File: src/rtl/irqp_pkg.sv
package irqp_pkg;
    localparam int SRC_W = 24;
    localparam int PRI_W = 8;
    localparam int WORD_W = SRC_W + PRI_W;
    localparam logic [SRC_W-1:0] IPI_SRC = SRC_W'(2);
    localparam logic [PRI_W-1:0] PRI_NONE = '1;

    typedef enum logic [1:0] {
        OP_ACCEPT   = 2'd0,
        OP_SET_CPPR = 2'd1,
        OP_SET_MFRR = 2'd2,
        OP_EOI      = 2'd3
    } irqp_op_e;

    typedef struct packed {
        logic [PRI_W-1:0] cppr;
        logic [PRI_W-1:0] mfrr;
        logic [PRI_W-1:0] pend;
        logic [SRC_W-1:0] xisr;
        logic             need_resend;
    } irqp_state_t;

    typedef struct packed {
        logic              rsp_v;
        logic [WORD_W-1:0] rsp_data;
        logic              rej_v;
        logic [SRC_W-1:0]  rej_src;
        logic              resend;
        logic              eoi_v;
        logic [SRC_W-1:0]  eoi_src;
        logic              bnc_v;
        logic [SRC_W-1:0]  bnc_src;
    } irqp_event_t;
endpackage

File: src/rtl/irqp_cmd.sv
module irqp_cmd
    import irqp_pkg::*;
(
    input  irqp_state_t              st_i,
    input  logic                     cmd_valid,
    input  logic [1:0]               cmd_op,
    input  logic [WORD_W-1:0]        cmd_data,
    input  logic                     src_level,
    output irqp_state_t              st_o,
    output logic                     rsp_v,
    output logic [WORD_W-1:0]        rsp_data,
    output logic                     rej_v,
    output logic [SRC_W-1:0]         rej_src,
    output logic                     resend,
    output logic                     eoi_v,
    output logic [SRC_W-1:0]         eoi_src
);
    logic [PRI_W-1:0] val;
    logic [PRI_W-1:0] top_pri;
    logic [SRC_W-1:0] op_src;
    logic [SRC_W-1:0] raw_rej;
    logic             lower_en;
    logic [PRI_W-1:0] lower_to;

    assign val     = cmd_data[PRI_W-1:0];
    assign top_pri = cmd_data[WORD_W-1:SRC_W];
    assign op_src  = cmd_data[SRC_W-1:0];

    always_comb begin
        st_o     = st_i;
        rsp_v    = 1'b0;
        rsp_data = '0;
        raw_rej  = '0;
        resend   = 1'b0;
        eoi_v    = 1'b0;
        eoi_src  = '0;
        lower_en = 1'b0;
        lower_to = '0;
        if (cmd_valid) begin
            unique case (irqp_op_e'(cmd_op))
                OP_ACCEPT: begin
                    rsp_v    = 1'b1;
                    rsp_data = {st_i.cppr, st_i.xisr};
                    if (st_i.xisr != '0) begin
                        st_o.cppr = st_i.pend;
                        st_o.pend = PRI_NONE;
                        st_o.xisr = '0;
                    end
                end
                OP_SET_CPPR: begin
                    if (val > st_i.cppr) begin
                        lower_en = 1'b1;
                        lower_to = val;
                    end else if (val < st_i.cppr) begin
                        st_o.cppr = val;
                        if (val <= st_i.pend) begin
                            raw_rej   = st_i.xisr;
                            st_o.xisr = '0;
                            st_o.pend = PRI_NONE;
                        end
                    end
                end
                OP_SET_MFRR: begin
                    st_o.mfrr = val;
                    if (val < st_i.cppr && val <= st_i.pend) begin
                        raw_rej   = st_i.xisr;
                        st_o.pend = val;
                        st_o.xisr = IPI_SRC;
                    end
                    if (val > st_i.mfrr) begin
                        resend           = st_i.need_resend;
                        st_o.need_resend = 1'b0;
                    end
                end
                OP_EOI: begin
                    lower_en = 1'b1;
                    lower_to = top_pri;
                    if (op_src != IPI_SRC && op_src != '0) begin
                        eoi_v   = 1'b1;
                        eoi_src = op_src;
                        if (src_level) raw_rej = op_src;
                    end
                end
                default: ;
            endcase
        end
        if (lower_en) begin
            st_o.cppr = lower_to;
            if (st_i.mfrr < lower_to && st_i.mfrr <= st_i.pend) begin
                st_o.pend = st_i.mfrr;
                st_o.xisr = IPI_SRC;
            end
            resend           = st_i.need_resend;
            st_o.need_resend = 1'b0;
        end
    end

    assign rej_v   = (raw_rej != '0) && (raw_rej != IPI_SRC);
    assign rej_src = rej_v ? raw_rej : '0;
endmodule

File: src/rtl/irqp_dlv.sv
module irqp_dlv
    import irqp_pkg::*;
(
    input  irqp_state_t       st_i,
    input  logic              dlv_valid,
    input  logic              blocked,
    input  logic [SRC_W-1:0]  dlv_src,
    input  logic [PRI_W-1:0]  dlv_pri,
    output irqp_state_t       st_o,
    output logic              disp_v,
    output logic [SRC_W-1:0]  disp_src,
    output logic              bnc_v,
    output logic [SRC_W-1:0]  bnc_src
);
    logic take;

    assign take = dlv_valid && !blocked &&
                  dlv_pri < st_i.cppr && dlv_pri < st_i.pend;

    always_comb begin
        st_o     = st_i;
        disp_v   = 1'b0;
        disp_src = '0;
        bnc_v    = 1'b0;
        bnc_src  = '0;
        if (take) begin
            st_o.xisr = dlv_src;
            st_o.pend = dlv_pri;
            if (st_i.xisr != '0 && st_i.xisr != IPI_SRC) begin
                disp_v   = 1'b1;
                disp_src = st_i.xisr;
            end
        end else if (dlv_valid) begin
            bnc_v            = 1'b1;
            bnc_src          = dlv_src;
            st_o.need_resend = 1'b1;
        end
    end
endmodule

File: src/rtl/irq_presenter.sv
module irq_presenter
    import irqp_pkg::*;
(
    input  logic              clk,
    input  logic              rst_n,
    input  logic              cmd_valid,
    input  logic [1:0]        cmd_op,
    input  logic [WORD_W-1:0] cmd_data,
    input  logic              eoi_src_level,
    input  logic              dlv_valid,
    input  logic [SRC_W-1:0]  dlv_src,
    input  logic [PRI_W-1:0]  dlv_pri,
    output logic              irq_o,
    output logic [PRI_W-1:0]  cppr_o,
    output logic [PRI_W-1:0]  mfrr_o,
    output logic [SRC_W-1:0]  xisr_o,
    output logic [PRI_W-1:0]  pend_o,
    output logic              rsp_valid,
    output logic [WORD_W-1:0] rsp_data,
    output logic              rej_valid,
    output logic [SRC_W-1:0]  rej_src,
    output logic              resend_o,
    output logic              eoi_valid,
    output logic [SRC_W-1:0]  eoi_src,
    output logic              bnc_valid,
    output logic [SRC_W-1:0]  bnc_src
);
    irqp_state_t st_q, st_d, st_cmd, st_dlv;
    irqp_event_t ev_q, ev_d;

    logic              c_rsp_v, c_rej_v, c_resend, c_eoi_v;
    logic [WORD_W-1:0] c_rsp_data;
    logic [SRC_W-1:0]  c_rej_src, c_eoi_src;
    logic              d_disp_v, d_bnc_v;
    logic [SRC_W-1:0]  d_disp_src, d_bnc_src;

    irqp_cmd u_cmd (
        .st_i     (st_q),
        .cmd_valid(cmd_valid),
        .cmd_op   (cmd_op),
        .cmd_data (cmd_data),
        .src_level(eoi_src_level),
        .st_o     (st_cmd),
        .rsp_v    (c_rsp_v),
        .rsp_data (c_rsp_data),
        .rej_v    (c_rej_v),
        .rej_src  (c_rej_src),
        .resend   (c_resend),
        .eoi_v    (c_eoi_v),
        .eoi_src  (c_eoi_src)
    );

    // Delivery is judged against the post-command state; a command blocks it.
    irqp_dlv u_dlv (
        .st_i     (st_cmd),
        .dlv_valid(dlv_valid),
        .blocked  (cmd_valid),
        .dlv_src  (dlv_src),
        .dlv_pri  (dlv_pri),
        .st_o     (st_dlv),
        .disp_v   (d_disp_v),
        .disp_src (d_disp_src),
        .bnc_v    (d_bnc_v),
        .bnc_src  (d_bnc_src)
    );

    always_comb begin
        st_d          = st_dlv;
        ev_d.rsp_v    = c_rsp_v;
        ev_d.rsp_data = c_rsp_data;
        ev_d.rej_v    = c_rej_v | d_disp_v;
        ev_d.rej_src  = c_rej_v ? c_rej_src : d_disp_src;
        ev_d.resend   = c_resend;
        ev_d.eoi_v    = c_eoi_v;
        ev_d.eoi_src  = c_eoi_src;
        ev_d.bnc_v    = d_bnc_v;
        ev_d.bnc_src  = d_bnc_src;
    end

    always_ff @(posedge clk) begin
        if (!rst_n) begin
            st_q.cppr        <= '0;
            st_q.mfrr        <= PRI_NONE;
            st_q.pend        <= PRI_NONE;
            st_q.xisr        <= '0;
            st_q.need_resend <= 1'b0;
            ev_q             <= '0;
        end else begin
            st_q <= st_d;
            ev_q <= ev_d;
        end
    end

    assign irq_o     = (st_q.xisr != '0) && (st_q.pend < st_q.cppr);
    assign cppr_o    = st_q.cppr;
    assign mfrr_o    = st_q.mfrr;
    assign xisr_o    = st_q.xisr;
    assign pend_o    = st_q.pend;
    assign rsp_valid = ev_q.rsp_v;
    assign rsp_data  = ev_q.rsp_data;
    assign rej_valid = ev_q.rej_v;
    assign rej_src   = ev_q.rej_src;
    assign resend_o  = ev_q.resend;
    assign eoi_valid = ev_q.eoi_v;
    assign eoi_src   = ev_q.eoi_src;
    assign bnc_valid = ev_q.bnc_v;
    assign bnc_src   = ev_q.bnc_src;

    assert_idle_pend_R3: assert property (@(posedge clk) disable iff (!rst_n)
        xisr_o == '0 |-> pend_o == PRI_NONE);

    assert_rsp_word_R3: assert property (@(posedge clk) disable iff (!rst_n)
        cmd_valid && cmd_op == 2'd0 |=>
            rsp_valid && rsp_data == {$past(cppr_o), $past(xisr_o)});

    assert_rej_filter_R9: assert property (@(posedge clk) disable iff (!rst_n)
        rej_valid |-> rej_src != IPI_SRC && rej_src != '0);

    assert_equal_cppr_R6: assert property (@(posedge clk) disable iff (!rst_n)
        cmd_valid && cmd_op == 2'd1 && cmd_data[PRI_W-1:0] == cppr_o && !dlv_valid |=>
            $stable(cppr_o) && $stable(xisr_o) && $stable(pend_o) &&
            !rej_valid && !resend_o);

    assert_collide_bounce_R12: assert property (@(posedge clk) disable iff (!rst_n)
        cmd_valid && dlv_valid |=> bnc_valid && bnc_src == $past(dlv_src));

    assert_resend_src_R5: assert property (@(posedge clk) disable iff (!rst_n)
        resend_o |-> $past(cmd_valid));
endmodule

File: config.mk
export PLATFORM = sky130hd
export DESIGN_NAME = irq_presenter
export DESIGN_NICKNAME = d
export VERILOG_FILES = /design/src/rtl/irqp_pkg.sv /design/src/rtl/irqp_cmd.sv /design/src/rtl/irqp_dlv.sv /design/src/rtl/irq_presenter.sv
export SDC_FILE = /design/constraint.sdc
export NUM_CORES = 1
export LEC_CHECK = 0
export CORE_MARGIN = 2
export CORE_UTILIZATION = 55
export CTS_BUF_LIST = sky130_fd_sc_hd__clkbuf_8 sky130_fd_sc_hd__clkbuf_16
export DETAILED_ROUTE_END_ITERATION = 10
export DONT_BUFFER_PORTS = 1
export HOLD_SLACK_MARGIN = 0.06
export PLACE_DENSITY = 0.76
export SYNTH_ARGS = -nofsm -noshare
export SYNTH_HDL_FRONTEND = slang
export SYNTH_SLANG_ARGS = --single-unit
File: constraint.sdc
create_clock -name clk -period 6.6 [get_ports clk]
set_input_delay 0.33 -clock clk [delete_from_list [all_inputs] [get_ports clk]]
set_output_delay 0.33 -clock clk [all_outputs]
set_load 0.01 [all_outputs]
Word-level counts from Yosys, hierarchy flattened

Cells that the tools add are included.

Register bits: 158
Output and inout bits: 158
Logic and storage cells: 100

Magnitude comparators: 9
Equality and inequality tests: 6
Multiplexer cells: 46
Bitwise operators: 3
Reductions and logical operators: 22

Operators by type and width:

| kind                  | count |
|---|---|
| $mux W24              | 10 |
| $mux W32              | 7 |
| $pmux W32 S3          | 1 |
| $reduce_bool A24 Y1   | 4 |
| $ne A24 B2 Y1 const B | 3 |
| $pmux W24 S3          | 1 |
| $mux W8               | 7 |
| $mux W49              | 1 |
| $lt A8 B8 Y1          | 5 |
| $mux W33              | 1 |
| $pmux W8 S2           | 2 |
| $gt A8 B8 Y1          | 2 |
| $le A8 B8 Y1          | 2 |
| $mux W1               | 15 |
| $logic_and A1 B1 Y1   | 9 |
| $reduce_and A3 Y1     | 2 |
| $eq A2 B2 Y1 const B  | 2 |
| $reduce_and A2 Y1     | 2 |
| $reduce_and A4 Y1     | 1 |
| $reduce_or A3 Y1      | 1 |
| $eq A2 B1 Y1 const B  | 1 |
| $logic_not A2 Y1      | 1 |
| $not A1 Y1            | 2 |
| $pmux W1 S2           | 1 |
| 3 further kinds       | 3 |

Longest topological paths before layout

Gate-level depths: netlist of run 1.

Word-level depth: 13
Depth in mapped cells: 27
Depth with buffers taken out: 25

Cells and area by module

A second synthesis of run 1 with hierarchy kept.

Cells, all modules: 1094
Area total of the unflattened synthesis: 9571.7 µm²

Modules (own cells, without submodules):

| module        | times used | cells an instance | area each (µm²) |
|---|---|---|---|
| irq_presenter | 1          | 442               | 5129.9 |
| irqp_cmd      | 1          | 486               | 3000.4 |
| irqp_dlv      | 1          | 166               | 1441.4 |

Worst setup path after synthesis of run 1

Ideal clock, no wire load.

Kind: flip-flop to flip-flop
Start point: register st_q, in the netlist cppr_o[1]
End point: register ev_q, in the netlist rej_src[4]
Setup time: 0.059 ns
Arrival time: 5.098 ns
Data required time: 6.541 ns
Slack: 1.443 ns
Stages on the path, launching flop included: 27
Path buffers: 2
Cell sequence: dfxtp_1 > inv_1 > ha_1 > nor2b_1 > o211ai_1 > a21o_1 > a21oi_4 > a22oi_1 > nor2_1 > inv_1 > ha_1 > a21o_1 > a21o_1 > a211oi_1 > o2111ai_1 > or2_2 > clkbuf_1 > mux2_2 > ha_1 > nor2b_1 > o21ai_0 > o2111ai_1 > a21oi_1 > nand2_1 > o41ai_4 > buf_6 > a22o_1

Word-level cells in the longest chain between the ends: 13
Elaborated cells between the ends (all ways): 41
Those cells by class: 5 x order compare; 2 x eq/ne; 26 x mux; 8 x reduce/logical

RTL lines:

| element                                                               | line                | RTL |
|---|---|---|
| start, declared                                                       | irq_presenter.sv:28 | `irqp_state_t st_q, st_d, st_cmd, st_dlv;` |
| start signal, assigned                                                | irq_presenter.sv:89 | `st_q <= st_d;` |
| parallel branches: the longest is 12 deep, another holds $gt A8 B8 Y1 | n/a                 |  |
| $mux W24 (*)                                                          | irq_presenter.sv:72 | `ev_d.rej_src = c_rej_v ? c_rej_src : d_disp_src;` |
| end signal, assigned                                                  | irq_presenter.sv:90 | `ev_q <= ev_d;` |
| end, declared                                                         | irq_presenter.sv:29 | `irqp_event_t ev_q, ev_d;` |

Mark *: on every way between the ends.
A chain may end at the register's enable or synchronous reset.

Final worst setup path of run 1

Start point: register st_q, in the netlist cppr_o[7]
End point: register ev_q, in the netlist rej_src[8]

Same word-level chain as after synthesis.

==> results.md, run 1 <==
Critical path:
- For flop-to-flop paths, the worst setup slack is roughly 0.53 ns.
- Along the worst path, the maximum fanout reaches 23.
- The type of the setup path with the least slack is flop to flop.
- The worst register-to-register path ends at rej_src[8]$_SDFF_PN0_.
- Counting both buffers and inverters, the worst setup path holds a total of 4.
- STA classifies the critical path startpoint as a flop.
- Grouping stages by cell kind, the critical path spends the most delay in compound AO/OA/AOI/OAI gates.
- The critical-path cell with the highest stage delay is sky130_fd_sc_hd__or2_2.
- The number of cells on the worst reg-to-reg path is 26.
- Data arrives at the worst endpoint at around 6.4 ns.
- The worst setup path is captured at a flop.
- Data on the critical path is required at its endpoint by between 6 and 7 ns.
- The stage delay of the slowest cell on the critical path is 0.47 ns.
- In this run the critical register-to-register path is launched from cppr_o[7]$_SDFF_PN0_.

Clock tree:
- The CTS H-tree depth is 4.
- TritonCTS built the clock tree.
- The clock buffer count from CTS is 17.
- The post-CTS clock slew at the launch and capture registers of the worst setup and hold paths is around 0.07 ns.
- For the worst-skew pair, the clock arrives at the later sink with an insertion delay of about 0.44 ns.
- The clock root buffer is sky130_fd_sc_hd__clkbuf_16.
- CTS saw roughly 160 sinks.
- The clock passes through at most 2 buffers.

Cells and area:
- The layout net count is just under 1k.
- Leaving out fill and tap cells, the most frequent cell in the layout is sky130_fd_sc_hd__dfxtp_1.
- In the final layout, the share of cells above drive strength 1 is 0.0731.
- In the layout the commonest cells are sky130_fd_sc_hd__dfxtp_1, sky130_fd_sc_hd__and2_1, sky130_fd_sc_hd__nand2_1.
- The number of diodes is 0.
- The number of filler cells placed in the layout is 1171.
- The area growth from synthesis to final layout is 11.8%.

Synth:
- The synthesized netlist cell count is roughly 860.
- The biggest area contributor in the post-synthesis netlist is sky130_fd_sc_hd__dfxtp_1.
- Counting flops with an async set or reset pin after synthesis yields a share of 0.
- The total nets after synthesis is approximately 1000.
- The number of enable flip-flop cells after synthesis is 0.
- Sorting the synthesized cells by area gives the leading types as sky130_fd_sc_hd__dfxtp_1, sky130_fd_sc_hd__ha_1, sky130_fd_sc_hd__and2_1.
- The portion of synthesized cell area occupied by the leading cell type is 0.406.
- Yosys printed 0 warnings.
- The number of flip-flops and latches in the synthesized netlist is 158.
- The portion of the post-synthesis area used by sequential elements is 0.406.
- The post-synthesis cell type count is between 60 and 70.
- The flip-flop cell with the highest count after synthesis is sky130_fd_sc_hd__dfxtp_1.
- The cell area that synthesis handed to floorplanning was approximately 8000 sq um.
- After synthesis, the mean cell area works out to around 9 sq um.

Drt:
- The first TritonRoute pass finished after 5 iterations.
- The remaining antenna violation count is 0.
- In the routed design, unresolved DRC markers number 0.
- The average vias per placed instance is approximately 6.5.
- The routed layout has 6780 vias.
- For this block, the initial DRC count from the detailed router was ~800.
- Wires add up to ~27000 um.
- Dividing the detail-routed wire length by the instance count gives approximately 26 um.

Placed design:
- The routability congestion estimate is about 0.96.
- Once detailed placement completed, the half-perimeter wirelength came to around 18000 um.
- In this run the tool buffered the top-level ports with 0 buffer cells.

Floorplan:
- The count of boundary I/O pins is 229.
- The die covers approximately 15000 sq um.
- The starting utilization of the core area is 0.562.
- The die span in x is 123 um.
- The floorplan has 43 rows.
- The standard cell core area is around 14000 sq um.
- In this run the vertical extent of the chip is between 100 and 150 um.

Hold path:
- The hold path startpoint is rst_n.
- The end point of the worst hold path is xisr_o[19]$_SDFF_PN0_.
- Along the worst hold path, the cell count comes to 2.
- The class of the tightest hold or removal check is input port to flop.

Run status:
- The run finished with clean final reports.

Timing:
- The number of failing hold endpoints at the final stage was 0.
- The minimum hold slack is around 0.072 ns.
- The minimum clock period after layout is 6.07 ns.
- The setup TNS is 0 ns.
- The count of final max-slew check failures was 0.
- Setup violations remaining at the end of the flow were counted as 0.
- The worst slew slack as a fraction of its limit is 0.194.
- Dividing the final minimum period by the clock period gives 0.920.
- Setup repair after global routing left no endpoint under its margin.
- The maximum clock frequency is 0.165 GHz.
- The transition time at the pin with the least slew margin is 1.20 ns.
- The final clock skew is 0.0107 ns.

GRT:
- The peak-usage layer in the global routing report is met2.
- The via count of the first global-routing pass came to between 6k and 7k.
- Across every metal layer, demand over resource in global routing totals 0.355.
- Summed over all layers, the global routing overflow is 0.
- In the global route stage, met2 resource usage came out at 0.534.
- The first global-routing pass estimated approximately 40000 um of wire.
- For this run, global-route usage on met1 was measured as 0.467.
- The number of antenna violations at the first check in global routing is 0.
- The pin count of the biggest net entering global routing is 35.
- For met3 alone, demand over resource in global routing was 0.119.

Job:
- The total of max-cap violations is 0.

Power and ir drop:
- The leakage power total is ~3.6 nW.
- The ratio of total power to cell area is a little under 300 nW/um^2.
- VDD sags by at most 0.206 mV.
## state kept, by name, summed over array words and instances, names as in the netlist
| name | count |
|---|---|
| rej_valid | 1 |
| rej_src | 24 |
| eoi_src | 24 |
| eoi_valid | 1 |
| rsp_data | 32 |
| resend_o | 1 |
| cppr_o | 8 |
| xisr_o | 24 |
| mfrr_o | 8 |
| rsp_valid | 1 |
| bnc_valid | 1 |
| st_q | 1 |
| bnc_src | 24 |
| pend_o | 8 |
## worst reg2reg max path, delay by kind of cell (launching register included)
| kind | cells | cell delay (ns) |
|---|---|---|
| AOI/OAI and AO/OA | 14 | 2.96 |
| adders and majority gates | 3 | 0.94 |
| buffers and inverters | 4 | 0.72 |
| DFF | 1 | 0.41 |
| and+or+nand+nor | 5 | 0.97 |
## cells by family after synthesis
group | after synthesis | synth area share
AO/OA/AOI/OAI | 237 | 0.216
buffers and inverters | 131 | 0.0902
AND/OR/NAND/NOR | 271 | 0.182
adder cells (fa/ha/maj) | 60 | 0.0963
flip-flops | 158 | 0.406
multiplexers | 7 | 0.0101
## repair_timing
action / in CTS / in global routing
setup buffers: 0 / 0
endpoints found under the setup margin: 0 / 0
endpoints found under the hold margin: 119 / 0
gates resized for setup: 0 / 0
hold buffers: 57 / 0
## worst max path at each step
stage          cells past startpoint                     end                  from  slack (ns)
2_1_floorplan                     26   rej_src[4]$_SDFF_PN0_  cppr_o[1]$_SDFF_PN0_        1.44
3_3_place_gp                      26  rej_src[15]$_SDFF_PN0_  cppr_o[1]$_SDFF_PN0_        0.98
3_5_place_dp                      26   rej_src[8]$_SDFF_PN0_  cppr_o[7]$_SDFF_PN0_        0.74
4_1_cts                           26  rej_src[18]$_SDFF_PN0_  cppr_o[7]$_SDFF_PN0_        0.71
5_1_grt                           26   rej_src[8]$_SDFF_PN0_  cppr_o[7]$_SDFF_PN0_        0.23
6_report                          26   rej_src[8]$_SDFF_PN0_  cppr_o[7]$_SDFF_PN0_        0.53
## power breakdown
| part | internal (W) | switching (W) |
|---|---|---|
| combinational | 0.000166 | 0.000256 |
| clock | 0.000622 | 0.000436 |
| sequential | 0.000990 | 0.0000736 |
| total | 0.00178 | 0.000766 |
## area by class of cell
| class | instances | area (sq um) | share of cell area |
|---|---|---|---|
| clock buffer | 18 | 439 | 0.0504 |
| sequential | 158 | 3160 | 0.363 |
| timing repair buffer | 64 | 633 | 0.0726 |
| inverter | 33 | 124 | 0.0142 |
| multi-input combinational | 575 | 3940 | 0.452 |
| clock inverter | 14 | 195 | 0.0224 |
| tap | 180 | 225 | 0.0258 |
## per-stage QoR
step / worst slack (ns) / power [W] / utilization / cell area, sq um / instances
detailed placement: 0.744 / 0.00145 / 0.541 / 7510 / 953
global route: 0.232 / 0.00263 / 0.628 / 8720 / 1042
finish: 0.529 / 0.00254 / 0.628 / 8720 / 1042
CTS: 0.707 / 0.00254 / 0.628 / 8720 / 1042
global placement: 0.977 / 0.00144 / 0.541 / 7510 / 953
floorplan: 1.44 / 0.00137 / - / 7800 / 864
## cells in the mapped netlist, drive strengths merged (8+ instances only)
cell and number:
a21o 10, a21oi 38, a22o 23, and2 76, buf 57, clkbuf 41
dfxtp 158, ha 60, inv 31, nand2 70, nand2b 9, nand4 11
nor2 37, nor2b 9, nor3 21, nor4 21, o211ai 42, o21ai 52
o31a 8
## routing by layer
layer / vias to the layer above / share of wire
met5: - / 0
met4: 0 / 0.033
met3: 76 / 0.11
met2: 431 / 0.45
met1: 3230 / 0.41
li1: 3043 / -
Power figures use the tool's default switching activity.
==> inputs of run 2 (changes only) <==
CORE_UTILIZATION = 64   (was 55)
PLACE_DENSITY = 0.86   (was 0.76)
==> run 2 against run 1 <==
- die area shrank 14%
- clock skew grew 0.0025 ns
- clock power shrank 11%
- fmax grew 1.5%
- combinational power grew 2%
- wire length shrank 1.7%
- cell area shrank 0.90%
- flip-flop and latch count is the same
- count of clock-buffer cells in the layout grew 1
- sequential share of layout area grew 0.33 points
- power shrank 4.3%
==> results.md, run 2 (same netlist as run 1, synthesis figures left out) <==
Critical path:
- The type of origin of the critical path is a flop.
- The arrival time of the worst setup path came to 6.30 ns (-0.14 ns).
- The slowest stage of the critical path belongs to the cell sky130_fd_sc_hd__or2_2.
- The nature of the critical path endpoint is a flop.
- The worst path required time is 6.92 ns (-0.05 ns).
- The worst setup path is of the flop to flop kind.
- The maximum fanout count along the critical path was 32 (+39%).
- Traced cell by cell, the critical path runs through inv_1, ha_1, nor2b_1, o211ai_1, a21o_1, a21oi_4, a22oi_1, nor2_1, inv_1, ha_1, a21o_1, a21o_1, a211oi_1, o2111ai_1, or2_2, mux2_2, ha_1, nor2b_1, o21ai_0, o2111ai_1, a21oi_1, and2_1, nand2_2, o31a_1.
- The stage delay of the slowest cell on the critical path is 0.49 ns (+0.02 ns).

Floorplan:
- The row count is 40 (-7.0%).
- The die span in x is 114 um (-7.1%).
- The overall die area is 13100 sq um (-14%).
- The standard cell core area is 12000 sq um (-14%).
- The starting utilization of the core area is 0.652 (+0.0902).
- The count of boundary I/O pins was 229 (unchanged).
- The chip height is 114 um (-7.1%).

Job:
- The total of max-cap violations came to 0 (unchanged).

Drt:
- The violation count after the first detailed-route iteration is 898 (+15%).
- The total vias in the final route is 7024 (+3.6%).
- The detailed-route wire length per cell is 26.0 um (+1.0%).
- The remaining antenna violation count is 0 (unchanged).
- The average vias per placed instance came to 6.93 (+6.5%).
- The routed wire length is 26400 um (-1.7%).
- The remaining design rule violation count is 0 (unchanged).
- The routed length on met1 came to 10000 um (-8.8%).
- The length of routed met2 wiring is 11900 um (-1.4%).
- The top routing layer in use is met4.
- The number of optimization iterations in the first detailed-route pass came to 8 (+3).
- The detailed-routed wire length on met3 was 3390 um (+17%).

Power and ir drop:
- The clock network fraction of total power is 0.389 (-0.027).
- The net switching component of the power is 0.000767 W (+0.21%).
- The switching part of the total power is 0.315 (+0.0142).
- The ratio of total power to cell area is 282 nW/um^2 (-3.4%).
- The part of the power in combinational logic is 0.176 (+0.010).
- The leakage power total came to 3.52 nW (-0.79%).
- The sequential fraction of design power came to 0.435 (+0.017).
- The internal power contribution is 0.00167 W (-6.2%).
- The peak supply drop was 0.193 mV (-6.3%).

Placed design:
- The count of placed standard cells including taps is 920 (-3.5%).
- The detailed-placement wirelength estimate is 17000 um (-6.6%).
- The port buffer count came to 0 (unchanged).
- The routability congestion estimate was 0.998 (+3.6%).

Timing:
- The maximum clock frequency is 0.167 GHz (+1.5%).
- The number of failing hold endpoints at the final stage came to 0 (unchanged).
- The final clock skew came to 0.0132 ns (+0.00249 ns).
- The minimum clock period after layout is 5.98 ns (-0.0894 ns).
- The setup TNS is 0 ns (unchanged).
- The worst slew slack as a fraction of its limit is 0.114 (-0.0795).
- The number of failing setup endpoints in the final timing report is 0 (unchanged).
- Setup repair after global routing left no endpoint under its margin.
- The count of final max-slew check failures came to 0 (unchanged).
- The portion of the clock cycle consumed by the worst path in the final layout was 0.906 (-0.0136).
- The transition time at the pin with the least slew margin was 1.32 ns (+0.119 ns).

Run status:
- The run finished with clean final reports.

Clock tree:
- The setup fix buffers added after clock tree synthesis is 0 (unchanged).
- The post-CTS clock slew at the launch and capture registers of the worst setup and hold paths came to 0.07 ns (about the same).
- The maximum clock insertion buffer count is 2 (unchanged).
- The CTS H-tree depth is 4 (unchanged).
- The clock buffer count from CTS is 17 (unchanged).
- The clock latency on the worst-skew pair is 0.43 ns (about the same).
- The cell sitting at the root of the clock tree is a sky130_fd_sc_hd__clkbuf_16.
- TritonCTS built the clock tree.
- The number of sinks handled by clock tree synthesis is 158 (unchanged).

GRT:
- The overall global routing resource usage was 0.399 (+0.0444).
- The global-route congestion overflow total is 0 (unchanged).
- The number of antenna violations at the first check in global routing is 1 (+1).
- The via count of the first global-routing pass is 6925 (+5.6%).
- The wire length of the first global-routing pass is 39700 um (-0.59%).
- The pin count of the biggest net entering global routing was 35 (unchanged).

Cells and area:
- The proportion of layout cells with a drive suffix above 1 is 0.0727 (-0.000338).
- The number of flip-flops under the largest register name is 32 (unchanged).
- The area of the multi-input gates is 3950 sq um (+0.16%).
- In the layout the commonest cells are sky130_fd_sc_hd__dfxtp_1, sky130_fd_sc_hd__and2_1, sky130_fd_sc_hd__nand2_1.
- The number of filler cells placed in the layout is 856 (-27%).
- The number of non-filler instances in the completed layout is 1014 (-2.7%).
- The sequential cell area in the final layout was 3160 sq um (unchanged).
- The layout net count is 984 (+0.41%).
- The area growth from synthesis to final layout is 10.8%.
- Leaving out fill and tap cells, the most frequent cell in the layout is sky130_fd_sc_hd__dfxtp_1.

Hold path:
- In this run the worst hold path is classified as input port to flop.
-- run 2: cell type report --
class	count	share of cell area
clock buffer	19	0.0524
inverter	33	0.0143
clock inverter	13	0.0122
antenna	1	0.000290
multi-input combinational	575	0.457
timing repair buffer	68	0.0767
tap	147	0.0213
sequential	158	0.366
-- run 2: per-layer routing --
layer  global-route usage  up-vias
met5                    0        -
met4                0.195        0
met3                0.146      106
met2                0.608      540
met1                0.501     3322
li1                     -     3056
-- run 2: final timing paths --
path | depth (start not counted) | slack, ns | start | to
hold / removal | 2 | 0.05 | rst_n | xisr_o[4]$_SDFF_PN0_
hold reg to reg | 2 | 0.46 | st_q[0]$_SDFF_PN0_ | resend_o$_SDFF_PN0_
setup / recovery | 24 | 0.62 | cppr_o[1]$_SDFF_PN0_ | pend_o[5]$_SDFF_PN1_
setup reg to reg | 24 | 0.62 | cppr_o[1]$_SDFF_PN0_ | pend_o[5]$_SDFF_PN1_
-- run 2: repair_timing --
action / 4_1_cts / 5_1_grt
hold endpoints to repair: 113 / 3
endpoints found under the setup margin: 0 / 32
hold buffers: 59 / 2
resized for setup: 0 / 1
-- run 2: power by group through the flow --
| stage | clock (W) | combinational, W | sequential [W] |
|---|---|---|---|
| after global placement | 0 | 0.000355 | 0.00108 |
| after CTS | 0.000933 | 0.000408 | 0.00106 |
| after detailed placement | 0 | 0.000367 | 0.00108 |
| after global routing | 0.000985 | 0.000469 | 0.00106 |
| after floorplan | 0 | 0.000331 | 0.00104 |
| final | 0.000946 | 0.000429 | 0.00106 |
-- run 2: worst max-delay path: cells and delay by family (launching register included) --
family                     cells  cell delay [ns]
adders and majority gates      3             0.92
buffers and inverters          2             0.23
and+or+nand+nor                6             1.51
muxes                          1             0.34
DFF                            1             0.44
AOI/OAI and AO/OA             12             2.44
-- run 2: through the flow --
stage               hold WS, ns  power (W)  utilization  setup slack [ns]  cell area (sq um)
detailed placement        0.416    0.00144        0.624             0.393               7470
floorplan                 0.419    0.00137            -              1.44               7800
finish                   0.0542    0.00243        0.723             0.618               8640
global route             0.0639    0.00251        0.722            0.0842               8640
global placement          0.414    0.00143        0.624             0.664               7470
CTS                      0.0602    0.00240        0.720             0.347               8610
